$ cat src/rtl/fm_pkg.sv
package fm_pkg;

  // Strobes issued by the control to the datapath
  typedef struct packed {
    logic startWin;   // first edge after idle: open a window
    logic closeWin;   // closing edge: publish result and reopen
    logic abort;      // input stalled: drop window, re-prime filter
  } fmStrobe_t;

  typedef enum logic {
    ST_WAIT = 1'b0,
    ST_MEAS = 1'b1
  } fmState_t;

endpackage

$ cat src/rtl/fmControl.sv
module fmControl
  import fm_pkg::*;
#(
  parameter int TIMEOUT_W = 20,
  parameter int NSEL_W    = 3
) (
  input  logic              clk,
  input  logic              rst,
  input  logic              sigIn,
  input  logic [NSEL_W-1:0] nSel,
  output fmStrobe_t         strb,
  output logic              noSignal
);

  localparam int PER_W = (1 << NSEL_W) - 1;

  logic [1:0]           syncQ;
  logic                 lastQ;
  logic                 rise;
  logic [TIMEOUT_W-1:0] idleCnt;
  logic                 timeoutHit;
  logic [PER_W-1:0]     perCnt;
  logic [PER_W-1:0]     lastIdx;
  logic [NSEL_W-1:0]    nLatched;
  fmState_t             state;

  // two-flop synchroniser followed by a rising-edge detector
  always_ff @(posedge clk or posedge rst) begin
    if (rst) begin
      syncQ <= '0;
      lastQ <= 1'b0;
    end else begin
      syncQ <= {syncQ[0], sigIn};
      lastQ <= syncQ[1];
    end
  end

  assign rise       = syncQ[1] & ~lastQ;
  assign timeoutHit = (idleCnt == '1) && !rise;
  assign lastIdx    = PER_W'((32'd1 << nLatched) - 32'd1);

  always_comb begin
    strb          = '0;
    strb.startWin = rise && (state == ST_WAIT);
    strb.closeWin = rise && (state == ST_MEAS) && (perCnt == lastIdx);
    strb.abort    = timeoutHit && !noSignal;
  end

  always_ff @(posedge clk or posedge rst) begin
    if (rst) begin
      idleCnt  <= '0;
      noSignal <= 1'b0;
      state    <= ST_WAIT;
      perCnt   <= '0;
      nLatched <= '0;
    end else begin
      if (rise)               idleCnt <= '0;
      else if (idleCnt != '1) idleCnt <= idleCnt + TIMEOUT_W'(1);

      if (rise)            noSignal <= 1'b0;
      else if (timeoutHit) noSignal <= 1'b1;

      if (strb.abort)         state <= ST_WAIT;
      else if (strb.startWin) state <= ST_MEAS;

      if (strb.startWin || strb.closeWin) begin
        perCnt   <= '0;
        nLatched <= nSel;
      end else if (rise && state == ST_MEAS) begin
        perCnt <= perCnt + PER_W'(1);
      end
    end
  end


  // period_range_chk: the period counter never runs past the latched window length
  period_range_chk: assert property (@(posedge clk) disable iff (rst)
    (state == ST_MEAS) |-> (perCnt <= lastIdx));


  // abort_state_chk: after an abort the block waits and flags no signal
  abort_state_chk: assert property (@(posedge clk) disable iff (rst)
    strb.abort |=> (state == ST_WAIT && noSignal));

endmodule

$ cat src/rtl/fmDatapath.sv
module fmDatapath
  import fm_pkg::*;
#(
  parameter int CNT_W      = 28,
  parameter int FILT_SHIFT = 3
) (
  input  logic             clk,
  input  logic             rst,
  input  fmStrobe_t        strb,
  output logic [CNT_W-1:0] rawCount,
  output logic [CNT_W-1:0] filtCount,
  output logic             valid
);

  localparam int SW = CNT_W + 2;

  logic [CNT_W-1:0]     cycCnt;
  logic                 primed;
  logic signed [SW-1:0] yS, xS, diffS, stepS, yNext;
  logic signed [SW-1:0] loS, hiS;

  assign xS    = SW'(cycCnt);
  assign diffS = xS - yS;
  assign stepS = diffS >>> FILT_SHIFT;
  assign yNext = yS + stepS;
  assign loS   = (xS < yS) ? xS : yS;
  assign hiS   = (xS < yS) ? yS : xS;

  always_ff @(posedge clk or posedge rst) begin
    if (rst) begin
      cycCnt   <= '0;
      rawCount <= '0;
      valid    <= 1'b0;
      primed   <= 1'b0;
      yS       <= '0;
    end else begin
      valid <= strb.closeWin;

      if (strb.startWin || strb.closeWin) cycCnt <= CNT_W'(1);
      else if (cycCnt != '1)              cycCnt <= cycCnt + CNT_W'(1);

      if (strb.closeWin) begin
        rawCount <= cycCnt;
        yS       <= primed ? yNext : xS;
        primed   <= 1'b1;
      end else if (strb.abort) begin
        primed <= 1'b0;
      end
    end
  end

  assign filtCount = yS[CNT_W-1:0];


  // no_overflow_chk: a window never closes on a saturated counter
  no_overflow_chk: assert property (@(posedge clk) disable iff (rst)
    strb.closeWin |-> (cycCnt != '1));


  // valid_single_chk: result strobe lasts one cycle
  valid_single_chk: assert property (@(posedge clk) disable iff (rst)
    valid |=> !valid);


  // raw_stable_chk: results move only with the strobe
  raw_stable_chk: assert property (@(posedge clk) disable iff (rst)
    !valid |-> ($stable(rawCount) && $stable(filtCount)));


  // filt_range_chk: a filter step lands between the old value and the new sample
  filt_range_chk: assert property (@(posedge clk) disable iff (rst)
    (strb.closeWin && primed) |=> (yS >= $past(loS) && yS <= $past(hiS)));

endmodule

$ cat src/rtl/freqMeter.sv
module freqMeter
  import fm_pkg::*;
#(
  parameter int TIMEOUT_W  = 20,
  parameter int NSEL_W     = 3,
  parameter int FILT_SHIFT = 3,
  localparam int CNT_W     = TIMEOUT_W + (1 << NSEL_W)
) (
  input  logic              clk,
  input  logic              rst,
  input  logic              sigIn,
  input  logic [NSEL_W-1:0] nSel,
  output logic [CNT_W-1:0]  rawCount,
  output logic [CNT_W-1:0]  filtCount,
  output logic              valid,
  output logic              noSignal
);

  fmStrobe_t strb;

  fmControl #(
    .TIMEOUT_W (TIMEOUT_W),
    .NSEL_W    (NSEL_W)
  ) u_ctrl (
    .clk      (clk),
    .rst      (rst),
    .sigIn    (sigIn),
    .nSel     (nSel),
    .strb     (strb),
    .noSignal (noSignal)
  );

  fmDatapath #(
    .CNT_W      (CNT_W),
    .FILT_SHIFT (FILT_SHIFT)
  ) u_dp (
    .clk       (clk),
    .rst       (rst),
    .strb      (strb),
    .rawCount  (rawCount),
    .filtCount (filtCount),
    .valid     (valid)
  );


  // quiet_valid_chk: no result is published while the input is flagged absent
  quiet_valid_chk: assert property (@(posedge clk) disable iff (rst)
    noSignal |-> !valid);

endmodule

$ cat config.mk
export PLATFORM = sky130hd
export DESIGN_NAME = freqMeter
export DESIGN_NICKNAME = d
export VERILOG_FILES = /design/src/rtl/fm_pkg.sv /design/src/rtl/fmControl.sv /design/src/rtl/fmDatapath.sv /design/src/rtl/freqMeter.sv
export SDC_FILE = /design/constraint.sdc
export NUM_CORES = 1
export LEC_CHECK = 0
export ABC_CLOCK_PERIOD_IN_PS = 9400
export CORE_ASPECT_RATIO = 0.9
export CORE_MARGIN = 1.5
export CORE_UTILIZATION = 55
export DETAILED_ROUTE_END_ITERATION = 6
export PLACE_DENSITY = 0.76
export SYNTH_ARGS = -nofsm -noshare
export SYNTH_HDL_FRONTEND = slang
export SYNTH_SLANG_ARGS = --single-unit
$ cat constraint.sdc
create_clock -name clk -period 9.4 [get_ports clk]
set_input_delay 0.94 -clock clk [delete_from_list [all_inputs] [get_ports clk]]
set_output_delay 0.94 -clock clk [all_outputs]
set_load 0.01 [all_outputs]
==> metrics.cfg <==
[synthesis]
ys_async_sr_fraction_pct = 100.0
syn_area_um2 = 8483
synth_edf_count = 0
ys_seq_area_share_pct = 36.28
yosys_warnings = 0
ys_types = 69
synth.ff_latch_count = 123
synth_cells = 950
yosys_most_used_dff = dfrtp_1
avgSynthCellArea_um2 = 8.930
synth_nets = 1016

[place]
placed_cell_area_um2 = 9051
gp_congestion = 0.9417
hpwl_um = 14090
placedCellCount = 1154
port_buffers = 63
place_ws_ns = 4.718

[sta]
period_needed_ns = 4.760
final-setup-viol-count = 0
finalSetupTns_ns = 0
hold_viol_final = 0
max-slew-margin-rel_pct = 27.31
max_freq_mhz = 210.1
period_share_pct = 50.64
fin_worst_skew_ns = 0.01123
setup_ws_ns = 4.640
tightest_slew_ns = 1.090
drv_slew = 0
rsz0062_at_grt = false

[setup_path]
worstReg2RegStart = u_dp.cycCnt[12]
crit_path_cell_trace = ha_1 > a211oi_1 > o21ai_0 > a311oi_1 > o31ai_1 > a21oi_1 > nor2b_1 > nor2_1 > xnor2_1 > ha_1 > a21oi_1 > nand4_1 > a32oi_1 > o41ai_1 > and4_1 > a2111oi_1 > xor2_1 > o31ai_1
crit_arrival_ns = 5.06
start_kind = flip-flop
worst_path_max_delay_cell = dfrtp_1
critPathLaunch = u_dp.cycCnt[12]
end_kind = flip-flop
critPathKind = flip-flop to flip-flop
path_max_fanout = 7
required_ns = 9.70
slowest_delay_ns = 0.48

[global_routing]
grt.overflow.total = 0
grt_pass1_wl_um = 33410
grt_antenna_before_repair = 0
grtUsageTotal_pct = 26.21
grt_start_max_net_pins = 100
grt_pass1_vias = 6700

[power]
peakVddDrop_mv = 0.1863
p_leak_uw = 0.004386
powerDensity_nw_per_um2 = 416.0

[die]
ios = 64
core_area_um2 = 14870
initial_utilization_pct = 57.04
die_x_um = 133.9
rows = 42
die_y_um = 120.8
fp.dieArea_um2 = 16180

[routing]
ant_nets = 0
routed_via_density = 5.801
first_pass_iters = 6
post_drt_wl_per_cell_um = 16.84
vias = 6880
routed_wirelength_um = 19980
drc = 0
drtIter0Drc = 539

[clocking]
root_buffer = clkbuf_16
postCtsSetupBuffers = 0
clk_latency_ns = 0.43
clk_pin_slew_ns = 0.06
numCtsBuffers = 17
cts_tree = done
ctsResizeCount = 0
holdBufCountCts = 0
cts_sinks = 123
htree_num_levels = 4
clockBufferDepth = 2

[outcome]
outcome = complete, no violations

[hold_path]
min_path_type = flip-flop to flip-flop
hold_start = u_ctrl.syncQ[0]

[final_layout]
finish.instance_area_um2 = 9658
final_common_cell = dfrtp_1
layoutNonFillerInstCount = 1186
layout-drive-gt1-share_pct = 8.097
final_cell_mix = dfrtp_1 (123), nand2_1 (89), nor2_1 (88)
areaGrowthSynthToFinish_pct = 13.85
insertedDiodeCount = 0
nets = 1041

[run]
maxCapViolCount = 0

flip-flops by register name, indices dropped and copies added, names as in the netlist:
signal           flops
u_dp.valid           1
u_dp.primed          1
u_ctrl.noSignal      1
u_dp.cycCnt         28
u_dp.yS             30
u_ctrl.state         1
u_ctrl.perCnt        7
u_dp.rawCount       28
u_ctrl.lastQ         1
u_ctrl.syncQ         2
u_ctrl.nLatched      3
u_ctrl.idleCnt      20
through the flow:
stage | utilization (%) | hold slack [ns] | power [µW]
after floorplan | - | 0.3312 | 2787
after global placement | 60.86 | 0.3342 | 3264
after detailed placement | 60.86 | 0.3466 | 3296
after CTS | 64.94 | 0.3602 | 3997
after global routing | 64.94 | 0.3688 | 4361
final | 64.94 | 0.3604 | 4018
cell type report:
class,count,area [µm²]
Fill cell,1221,5214
Tap cell,198,247.7
Timing Repair Buffer,67,660.6
Inverter,45,171.4
Multi-Input combinational cell,721,4893
Sequential cell,123,3078
Clock inverter,13,153.9
Clock buffer,19,452.9
critical path: cells and delay by family, from the launching register on:
kind                       cells  cell delay [ns]
AOI/OAI and AO/OA             10             2.62
xor gates and xnor gates       2             0.25
adders and majority gates      2             0.70
DFF                            1             0.48
and+or+nand+nor                4             0.59
per-layer routing:
layer,share of wire [%],GRT usage (%)
met2,45,41.04
met1,47,36.82
met5,0,0
met3,5.6,4.361
met4,1.9,9.171
path summary, 6_finish.rpt:
path                              endpoint  slack [ns]  cells after the start
max                            u_dp.yS[29]        4.64                     18
min                        u_ctrl.syncQ[1]        0.36                      0
max reg2reg                    u_dp.yS[29]        4.64                     18
min reg2reg                u_ctrl.syncQ[1]        0.36                      0
max in group asynchronous      u_dp.yS[21]        7.10                      3
min in group asynchronous   u_dp.cycCnt[3]        1.03                      2
power by group:
group / leakage (µW) / total [µW] / switching, µW / internal, µW
logic: 0.00244 / 2570 / 1420 / 1150
registers: 0.00165 / 772 / 140 / 632
clock network: 0.000297 / 678 / 267 / 411
synth_stat cells (all sizes together) (3+ instances only):
library cell | n | area (µm²)
nand4 | 15 | 93.84
a21o | 18 | 135.1
a2111oi | 3 | 35.03
dfrtp | 123 | 3078
inv | 45 | 168.9
nand2 | 89 | 334.1
mux2i | 22 | 220.2
and3 | 7 | 48.80
o21ai | 66 | 330.3
o21bai | 4 | 30.03
nor4 | 3 | 40.04
xnor2 | 41 | 359.1
a21boi | 6 | 45.05
nor3 | 26 | 140.1
a211oi | 7 | 57.55
or3 | 17 | 106.4
and4 | 6 | 52.55
nor2b | 10 | 62.56
xor2 | 34 | 297.8
o31ai | 8 | 65.06
a21oi | 66 | 341.6
buf | 44 | 290.3
o21a | 8 | 60.06
and2 | 7 | 43.79
nand3b | 5 | 37.54
a31oi | 3 | 18.77
mux2 | 27 | 304.0
nand3 | 26 | 140.1
ha | 59 | 738.2
clkbuf | 17 | 65.06
a22oi | 3 | 22.52
nor2 | 88 | 330.3
o211a | 3 | 30.03
nand2b | 16 | 107.6
cell families (layout without fill, tap and decap cells):
kind of cell | after synthesis | count (layout) | synth area share (%)
AO/OA/AOI/OAI | 215 | 215 | 15.87
XOR/XNOR | 75 | 75 | 7.743
flip-flops | 123 | 123 | 36.28
multiplexers | 49 | 49 | 6.180
AND/OR/NAND/NOR | 322 | 322 | 18.81
adder cells (fa/ha/maj) | 60 | 60 | 8.938
buffers and inverters | 106 | 144 | 6.180
(Power assumes the default switching activity.)
